**config.mk**
```make
export PLATFORM = sky130hd
export DESIGN_NAME = hot_tile_trigger
export DESIGN_NICKNAME = d
export VERILOG_FILES = /design/src/rtl/htt_pkg.sv /design/src/rtl/htt_regs.sv /design/src/rtl/htt_match.sv /design/src/rtl/htt_latch.sv /design/src/rtl/hot_tile_trigger.sv
export SDC_FILE = /design/constraint.sdc
export NUM_CORES = 1
export LEC_CHECK = 0
export BUFFER_PORTS_ARGS = -buffer_cell sky130_fd_sc_hd__buf_2
export CAP_MARGIN = 20
export CORE_MARGIN = 2
export CORE_UTILIZATION = 50
export DETAILED_ROUTE_END_ITERATION = 16
export PLACE_DENSITY_LB_ADDON = 0.1
export SYNTH_ARGS = -nofsm -noshare
export SYNTH_HDL_FRONTEND = slang
export SYNTH_SLANG_ARGS = --single-unit
```
**constraint.sdc**
```tcl
create_clock -name clk -period 1.4 [get_ports clk]
set_input_delay 0.07 -clock clk [delete_from_list [all_inputs] [get_ports clk]]
set_output_delay 0.07 -clock clk [all_outputs]
set_load 0.02 [all_outputs]
```
**src/rtl/htt_pkg.sv**
```systemverilog
package htt_pkg;
   // Bit positions inside the mode register.
   localparam int MODE_FORCE_BIT = 0;
   localparam int MODE_IRQ_BIT   = 1;
   localparam int MODE_TBL_BIT   = 2;
   localparam int MODE_W         = 3;

   typedef struct packed {
      logic tbl_sel;
      logic irq_en;
      logic force_en;
   } htt_mode_t;
endpackage

```
**src/rtl/htt_regs.sv**
```systemverilog
module htt_regs
   import htt_pkg::*;
#(
   parameter int NUM_HOT = 2,
   parameter int TILE_W  = 8,
   parameter int BANK_W  = 4,
   parameter int CPU_DW  = 8,
   parameter int AW      = 3
) (
   input  logic                           clk,
   input  logic                           rst_n,
   input  logic                           wr_en,
   input  logic [AW-1:0]                  wr_addr,
   input  logic [CPU_DW-1:0]              wr_data,
   output logic [NUM_HOT-1:0][TILE_W-1:0] hot_tiles,
   output logic [BANK_W-1:0]              forced_bank,
   output htt_mode_t                      mode,
   output logic                           ack
);
   localparam int BANK_ADDR = NUM_HOT;
   localparam int MODE_ADDR = NUM_HOT + 1;
   localparam int ACK_ADDR  = NUM_HOT + 2;

   genvar gi;
   generate
      for (gi = 0; gi < NUM_HOT; gi++) begin : g_hot
         always_ff @(posedge clk) begin
            if (!rst_n)
               hot_tiles[gi] <= '0;
            else if (wr_en && wr_addr == AW'(gi))
               hot_tiles[gi] <= wr_data[TILE_W-1:0];
         end
      end
   endgenerate

   always_ff @(posedge clk) begin
      if (!rst_n) begin
         forced_bank <= '0;
         mode        <= '0;
      end else if (wr_en) begin
         if (wr_addr == AW'(BANK_ADDR))
            forced_bank <= wr_data[BANK_W-1:0];
         if (wr_addr == AW'(MODE_ADDR))
            mode <= htt_mode_t'(wr_data[MODE_W-1:0]);
      end
   end

   assign ack = wr_en && (wr_addr == AW'(ACK_ADDR));
endmodule

```
**src/rtl/htt_match.sv**
```systemverilog
module htt_match #(
   parameter int NUM_HOT = 2,
   parameter int TILE_W  = 8,
   parameter int GA_W    = 14,
   parameter int ROW_W   = 4
) (
   input  logic [GA_W-1:0]                gfx_addr,
   input  logic                           gfx_rd,
   input  logic [NUM_HOT-1:0][TILE_W-1:0] hot_tiles,
   input  logic                           tbl_sel,
   output logic                           hit
);
   localparam int TBL_POS = ROW_W + TILE_W;
   localparam int UP_W    = GA_W - TBL_POS - 1;

   logic [TILE_W-1:0]  tile_no;
   logic               region_ok;
   logic [NUM_HOT-1:0] slot_eq;

   assign tile_no = gfx_addr[TBL_POS-1:ROW_W];

   generate
      if (UP_W > 0) begin : g_region
         assign region_ok = (gfx_addr[GA_W-1:TBL_POS+1] == '0);
      end else begin : g_noregion
         assign region_ok = 1'b1;
      end
   endgenerate

   genvar gi;
   generate
      for (gi = 0; gi < NUM_HOT; gi++) begin : g_cmp
         assign slot_eq[gi] = (tile_no == hot_tiles[gi]);
      end
   endgenerate

   assign hit = gfx_rd && region_ok && (gfx_addr[TBL_POS] == tbl_sel) && (|slot_eq);
endmodule

```
**src/rtl/htt_latch.sv**
```systemverilog
module htt_latch
   import htt_pkg::*;
(
   input  logic      clk,
   input  logic      rst_n,
   input  logic      hit,
   input  htt_mode_t mode,
   input  logic      ack,
   output logic      force_act,
   output logic      irq_act
);
   always_ff @(posedge clk) begin
      if (!rst_n) begin
         force_act <= 1'b0;
         irq_act   <= 1'b0;
      end else if (ack) begin
         force_act <= 1'b0;
         irq_act   <= 1'b0;
      end else if (hit) begin
         if (mode.force_en) force_act <= 1'b1;
         if (mode.irq_en)   irq_act   <= 1'b1;
      end
   end
endmodule

```
**src/rtl/hot_tile_trigger.sv**
```systemverilog
module hot_tile_trigger
   import htt_pkg::*;
#(
   parameter int NUM_HOT = 2,
   parameter int TILE_W  = 8,
   parameter int BANK_W  = 4,
   parameter int GA_W    = 14,
   parameter int ROW_W   = 4,
   parameter int CPU_DW  = 8,
   parameter int AW      = 3
) (
   input  logic              clk,
   input  logic              rst_n,
   input  logic              cpu_wr_en,
   input  logic [AW-1:0]     cpu_wr_addr,
   input  logic [CPU_DW-1:0] cpu_wr_data,
   input  logic [GA_W-1:0]   gfx_addr,
   input  logic              gfx_rd,
   input  logic [BANK_W-1:0] base_bank,
   output logic [BANK_W-1:0] bank_out,
   output logic              irq_n
);
   localparam int NUM_REGS = NUM_HOT + 3;

   generate
      if ((1 << AW) < NUM_REGS) begin : g_bad_aw
         $error("AW too small for register map");
      end
      if (CPU_DW < TILE_W || CPU_DW < BANK_W || CPU_DW < MODE_W) begin : g_bad_dw
         $error("CPU_DW narrower than a register");
      end
      if (GA_W < ROW_W + TILE_W + 1) begin : g_bad_ga
         $error("GA_W cannot hold row, tile and table bits");
      end
      if (NUM_HOT < 1) begin : g_bad_hot
         $error("NUM_HOT must be at least 1");
      end
   endgenerate

   logic [NUM_HOT-1:0][TILE_W-1:0] hot_w;
   logic [BANK_W-1:0]              fbank_w;
   htt_mode_t                      mode_w;
   logic                           ack_w;
   logic                           hit_w;
   logic                           force_act;
   logic                           irq_act;

   htt_regs #(
      .NUM_HOT(NUM_HOT), .TILE_W(TILE_W), .BANK_W(BANK_W),
      .CPU_DW(CPU_DW), .AW(AW)
   ) u_regs (
      .clk(clk), .rst_n(rst_n),
      .wr_en(cpu_wr_en), .wr_addr(cpu_wr_addr), .wr_data(cpu_wr_data),
      .hot_tiles(hot_w), .forced_bank(fbank_w), .mode(mode_w), .ack(ack_w)
   );

   htt_match #(
      .NUM_HOT(NUM_HOT), .TILE_W(TILE_W), .GA_W(GA_W), .ROW_W(ROW_W)
   ) u_match (
      .gfx_addr(gfx_addr), .gfx_rd(gfx_rd), .hot_tiles(hot_w),
      .tbl_sel(mode_w.tbl_sel), .hit(hit_w)
   );

   htt_latch u_latch (
      .clk(clk), .rst_n(rst_n), .hit(hit_w), .mode(mode_w), .ack(ack_w),
      .force_act(force_act), .irq_act(irq_act)
   );

   assign bank_out = force_act ? fbank_w : base_bank;
   assign irq_n    = ~irq_act;
endmodule

```
## Word-level counts from Yosys, hierarchy flattened

Index checks and enable logic that the tools add are counted.

| storage, ports and cells | value |
|---|---|
| bits of input ports | 33 |
| register bits | 25 |
| word-level logic and storage cells | 32 |
| output and inout port bits | 5 |

| operators by class | value |
|---|---|
| equality and inequality tests | 7 |
| reduce and logical (&&, ||, !) cells | 13 |
| bitwise operators | 3 |
| muxes and demuxes | 1 |

Operators by type and width:

| cell | count |
|---|---|
| $eq 8x8->1 | 2 |
| $reduce_and 2->1 | 4 |
| $eq 3x2->1 const B | 2 |
| $logic_and 1x1->1 | 6 |
| $mux 4 | 1 |
| $reduce_or 2->1 | 2 |
| $eq 3x1->1 const B | 1 |
| $eq 3x3->1 const B | 1 |
| $logic_not 3->1 | 1 |
| $not 1->1 | 3 |
| $eq 1x1->1 | 1 |

## Longest topological paths before layout

| logic depth | value |
|---|---|
| depth after elaboration | 5 |
| gate-level depth with buffers | 4 |
| gate-level depth less buffers | 4 |

## By module

A second synthesis with hierarchy kept.

| unflattened totals | value |
|---|---|
| cells, all modules | 124 |
| area, all modules | 1,223.7 sq um |

Modules (own cells, without submodules):

| module | area each (sq um) | instances | cells each | sequential area each (sq um) |
|---|---|---|---|---|
| htt_regs | 900.9 | 1 | 89 | 460.4 |
| htt_match | 202.7 | 1 | 23 | 0.0 |
| htt_latch | 71.3 | 1 | 7 | 40.0 |
| hot_tile_trigger | 48.8 | 1 | 5 | 0.0 |

## Worst setup path after synthesis

OpenSTA, ideal clock, no wires.

| path | value |
|---|---|
| path kind | reg2reg |
| from | register u_regs.hot_tiles[14] in the netlist's numbering |
| to | register u_latch.force_act |
| path slack | 0.370 ns |
| required time | 1.326 ns |
| clock period less this slack | 1.030 ns |
| setup time | 0.074 ns |
| stages on the path, launching flop included | 5 |
| data arrival time | 0.956 ns |
| path buffers | 0 |
| cell sequence | dfxtp_1 -> xor2_1 -> nor4_1 -> a22oi_1 -> o21ai_0 |

| between the ends | value |
|---|---|
| cells in the longest elaborated chain, start to end | 4 |

Ends and longest elaborated chain:

| item | RTL line | RTL |
|---|---|---|
| start: declaration | htt_regs.sv:15 | `output logic [NUM_HOT-1:0][TILE_W-1:0] hot_tiles,` |
| start signal: indexed assignment | htt_regs.sv:31 | `hot_tiles[gi] <= wr_data[TILE_W-1:0];` |
| $eq 8x8->1 | htt_match.sv:33 | `assign slot_eq[gi] = (tile_no == hot_tiles[gi]);` |
| $reduce_or 2->1 | htt_match.sv:37 | `assign hit = gfx_rd && region_ok && (gfx_addr[TBL_POS] == tbl_sel) && (\|slot_eq);` |
| $logic_and 1x1->1 | htt_match.sv:37 |  |
| $reduce_and 2->1 (no source line) | -- |  |
| end signal: assignment | htt_latch.sv:14 | `force_act <= 1'b0;` |
| end signal: assignment | htt_latch.sv:17 | `force_act <= 1'b0;` |
| end signal: assignment | htt_latch.sv:20 | `if (mode.force_en) force_act <= 1'b1;` |
| end: declaration | htt_latch.sv:9 | `output logic force_act,` |

Every way passes these cells.
A chain may end at the register's enable or synchronous reset.

## Worst setup path after layout

| path | value |
|---|---|
| from | register u_latch.force_act |
| to | output bank_out[1] |

| between the ends | value |
|---|---|
| cells in the longest elaborated chain, start to end | 1 |

Ends and longest elaborated chain:

| item | RTL line | RTL |
|---|---|---|
| $mux 4 | hot_tile_trigger.sv:69 | `assign bank_out = force_act ? fbank_w : base_bank;` |
| end: declaration | hot_tile_trigger.sv:20 | `output logic [BANK_W-1:0] bank_out,` |

Every way passes these cells.

==> impl_metrics.yaml <==
run_status:
  outcome: "completed"
route:
  via_per_inst: 4.97
  first_iter_violations: 8
  wl_met1_mm: 1.15
  wl_per_cell_um: 12.3
  vias: 965
  wl_met3_um: 136
  drt-total-wl_mm: 2.39
  drc: 0
  met2_length_mm: 1.08
  routed.top_layer: "met4"
  antenna_left: 0
  dr.pass1.iters: 4
synthesis:
  ys_top_cells_by_area: "dfxtp_1 40%, mux2i_1 12%, xor2_1 11%"
  synth_cells: 127
  yosys_warnings: 0
  synth_cell_types: 23
  syn_nets: 160
  yosysTopAreaCellShare_pct: 40.1
  syn-mean-instance-area_um2: 9.82
  yosys_register_bits: 25
  seq_area_frac_synth_pct: 40.1
  yosysTopAreaCell: "dfxtp_1"
  synth_area_um2: 1250
die:
  die_h_um: 54.0
  initial_core_util_pct: 51.8
  die-area_um2: 2910
  dieWidth_um: 54.0
  io-pin-count: 38
  rows: 18
  core_um2: 2410
clocking:
  path_clk_slew_ns: 0.14
  cts_sinks: 25
  cts_buffers: 3
  cts_buffer_depth: 2
  cts_max_level: 1
  cts_root_buf: "clkbuf_4"
  cts_tree: "yes"
  worstSkewPairLatency_ns: 0.31
run:
  max-cap-violations: 0
cells_and_area:
  fillers: 225
  finalNetCount: 198
  layout_commonest_cell: "buf_2"
  drive_gt1_share_pct: 28.7
  antenna_cells: 0
  design_area_um2: 1510
  final_cell_mix: "33 x buf_2, 24 x dfxtp_1, 21 x nand2_1"
  synthToLayoutAreaGrowth_pct: 20.8
  instances_no_fill: 194
placed_design:
  hpwl_mm: 1.80
  dpl_cell_area_um2: 1430
  io_buffers: 33
  place_inst: 186
  globalplace.congestion: 0.798
sta:
  period_share_pct: 92.3
  fin_worst_skew_ns: 0.0109
  maxSlewViolCount: 0
  rsz0062_at_grt: "false"
  max_freq_mhz: 774
  hold_viol: 0
  setup_viol: 0
  final.setup.tns_ns: 0
  relSlewSlack_pct: 64.6
  fin_crit_ns: 1.29
  worstMarginPinSlew_ns: 0.529
power_and_ir_drop:
  power.density_nw_per_um2: 819
  p_leak_nw: 0.618
  irDropWorstVdd_mv: 0.613
hold_path:
  min_to: "u_regs.hot_tiles[2]$_SDFFE_PN0P_"
  hold_path_class: "input pin to flop"
  hold_path.startpoint: "cpu_wr_data[2]"
  hold_path_depth: 3
critical_path:
  worstSetupStartpointType: "flop"
  arrival_ns: 1.22
  critPathMaxFanout: 5
  rr_endpoint: "u_latch.irq_act$_SDFFE_PP0P_"
  r2r_cells: 4
  end_kind: "primary output"
  cp.required_ns: 1.33
  r2r_slack_ns: 0.19
  worstReg2RegStart: "u_regs.hot_tiles[15]$_SDFFE_PN0P_"
  crit_type: "flop to primary output"
global_routing:
  grt_pass1_wl_mm: 3.93
  grt_pass1_vias: 866
  antenna_found_initial: 0
  grt_max_degree: 20
  track_usage_pct: 19.0
  grt_overflow_total: 0
==> what timing repair did <==
item / 4_1_cts / 5_1_grt
buffers inserted: 0 / 0
setup endpoints to repair: 0 / 5
hold buffers: 4 / 0
endpoints found under the hold margin: 4 / 0
resized for setup: 0 / 2
==> power by group <==
part | switching [mW] | internal [mW] | total (mW)
clock network | 0.206 | 0.111 | 0.317
registers | 0.00813 | 0.725 | 0.734
logic | 0.0885 | 0.0948 | 0.183
==> cell type report <==
type                            count  area, µm²  share of cell area, %
Clock buffer                        4       26.3                   1.74
Inverter                            1       3.75                  0.249
Multi-Input combinational cell     96        724                   48.1
Sequential cell                    25        502                   33.3
Tap cell                           30       37.5                   2.49
Timing Repair Buffer               38        213                   14.1
==> Yosys cell counts <==
| library cell | n |
|---|---|
| dfxtp_1 | 25 |
| inv_1 | 1 |
| o21a_1 | 1 |
| nand2_1 | 21 |
| nand4b_1 | 1 |
| clkbuf_1 | 2 |
| or4b_1 | 1 |
| buf_2 | 1 |
| a21boi_1 | 8 |
| xnor2_1 | 1 |
| and4bb_2 | 2 |
| a22oi_1 | 1 |
| o2111a_1 | 1 |
| mux2_2 | 4 |
| mux2i_1 | 15 |
| xor2_1 | 16 |
| nor4b_4 | 1 |
| clkbuf_2 | 1 |
| nor2b_1 | 16 |
| buf_4 | 1 |
| nor4_1 | 4 |
| o21ai_0 | 2 |
| or2_2 | 1 |
==> metrics by stage <==
stage,setup slack [ns],total power [mW],hold WS (ns),utilization (%)
final,0.108,1.23,0.0127,62.5
after global routing,0.0179,1.31,0.00366,62.5
after floorplan,0.370,0.842,0.205,-
after CTS,0.0104,1.25,0.00292,62.2
after global placement,0.165,0.920,0.324,59.4
after detailed placement,0.114,0.923,0.331,59.4
==> sequential cells by signal (all words and copies together), names as in the netlist <==
name and flops:
u_latch.force_act 1, u_latch.irq_act 1, u_regs.forced_bank 4, u_regs.hot_tiles 16
u_regs.mode 3
==> worst max-delay path: stages (launching register included) <==
cell,delay [ns]
dfxtp_2,0.41
mux2_2,0.34
buf_2,0.16
==> worst max-delay path by stage <==
| stage | from | to | slack, ns | depth (start not counted) |
|---|---|---|---|---|
| 2_1_floorplan | u_regs.hot_tiles[14]$_SDFFE_PN0P_ | u_latch.force_act$_SDFFE_PP0P_ | 0.37 | 4 |
| 3_3_place_gp | u_regs.hot_tiles[15]$_SDFFE_PN0P_ | u_latch.irq_act$_SDFFE_PP0P_ | 0.17 | 4 |
| 3_5_place_dp | u_regs.hot_tiles[15]$_SDFFE_PN0P_ | u_latch.irq_act$_SDFFE_PP0P_ | 0.11 | 4 |
| 4_1_cts | u_latch.force_act$_SDFFE_PP0P_ | bank_out[1] | 0.01 | 2 |
| 5_1_grt | u_regs.hot_tiles[5]$_SDFFE_PN0P_ | u_latch.irq_act$_SDFFE_PP0P_ | 0.02 | 4 |
| 6_report | u_latch.force_act$_SDFFE_PP0P_ | bank_out[1] | 0.11 | 2 |
==> routing by layer <==
metal	GRT usage, %	vias to the layer above
li1	-	504
met4	7.69	0
met1	26.3	434
met5	0	-
met2	29.7	23
met3	2.50	4
==> cells by family after synthesis <==
logic type / Yosys count / synth area share (%)
AND/OR/NAND/NOR: 47 / 22.3
flip-flops: 25 / 40.1
multiplexers: 19 / 15.6
XOR/XNOR: 17 / 11.9
AO/OA/AOI/OAI: 13 / 7.72
buffers and inverters: 6 / 2.31
No activity file was read; power rests on OpenSTA's default activity.
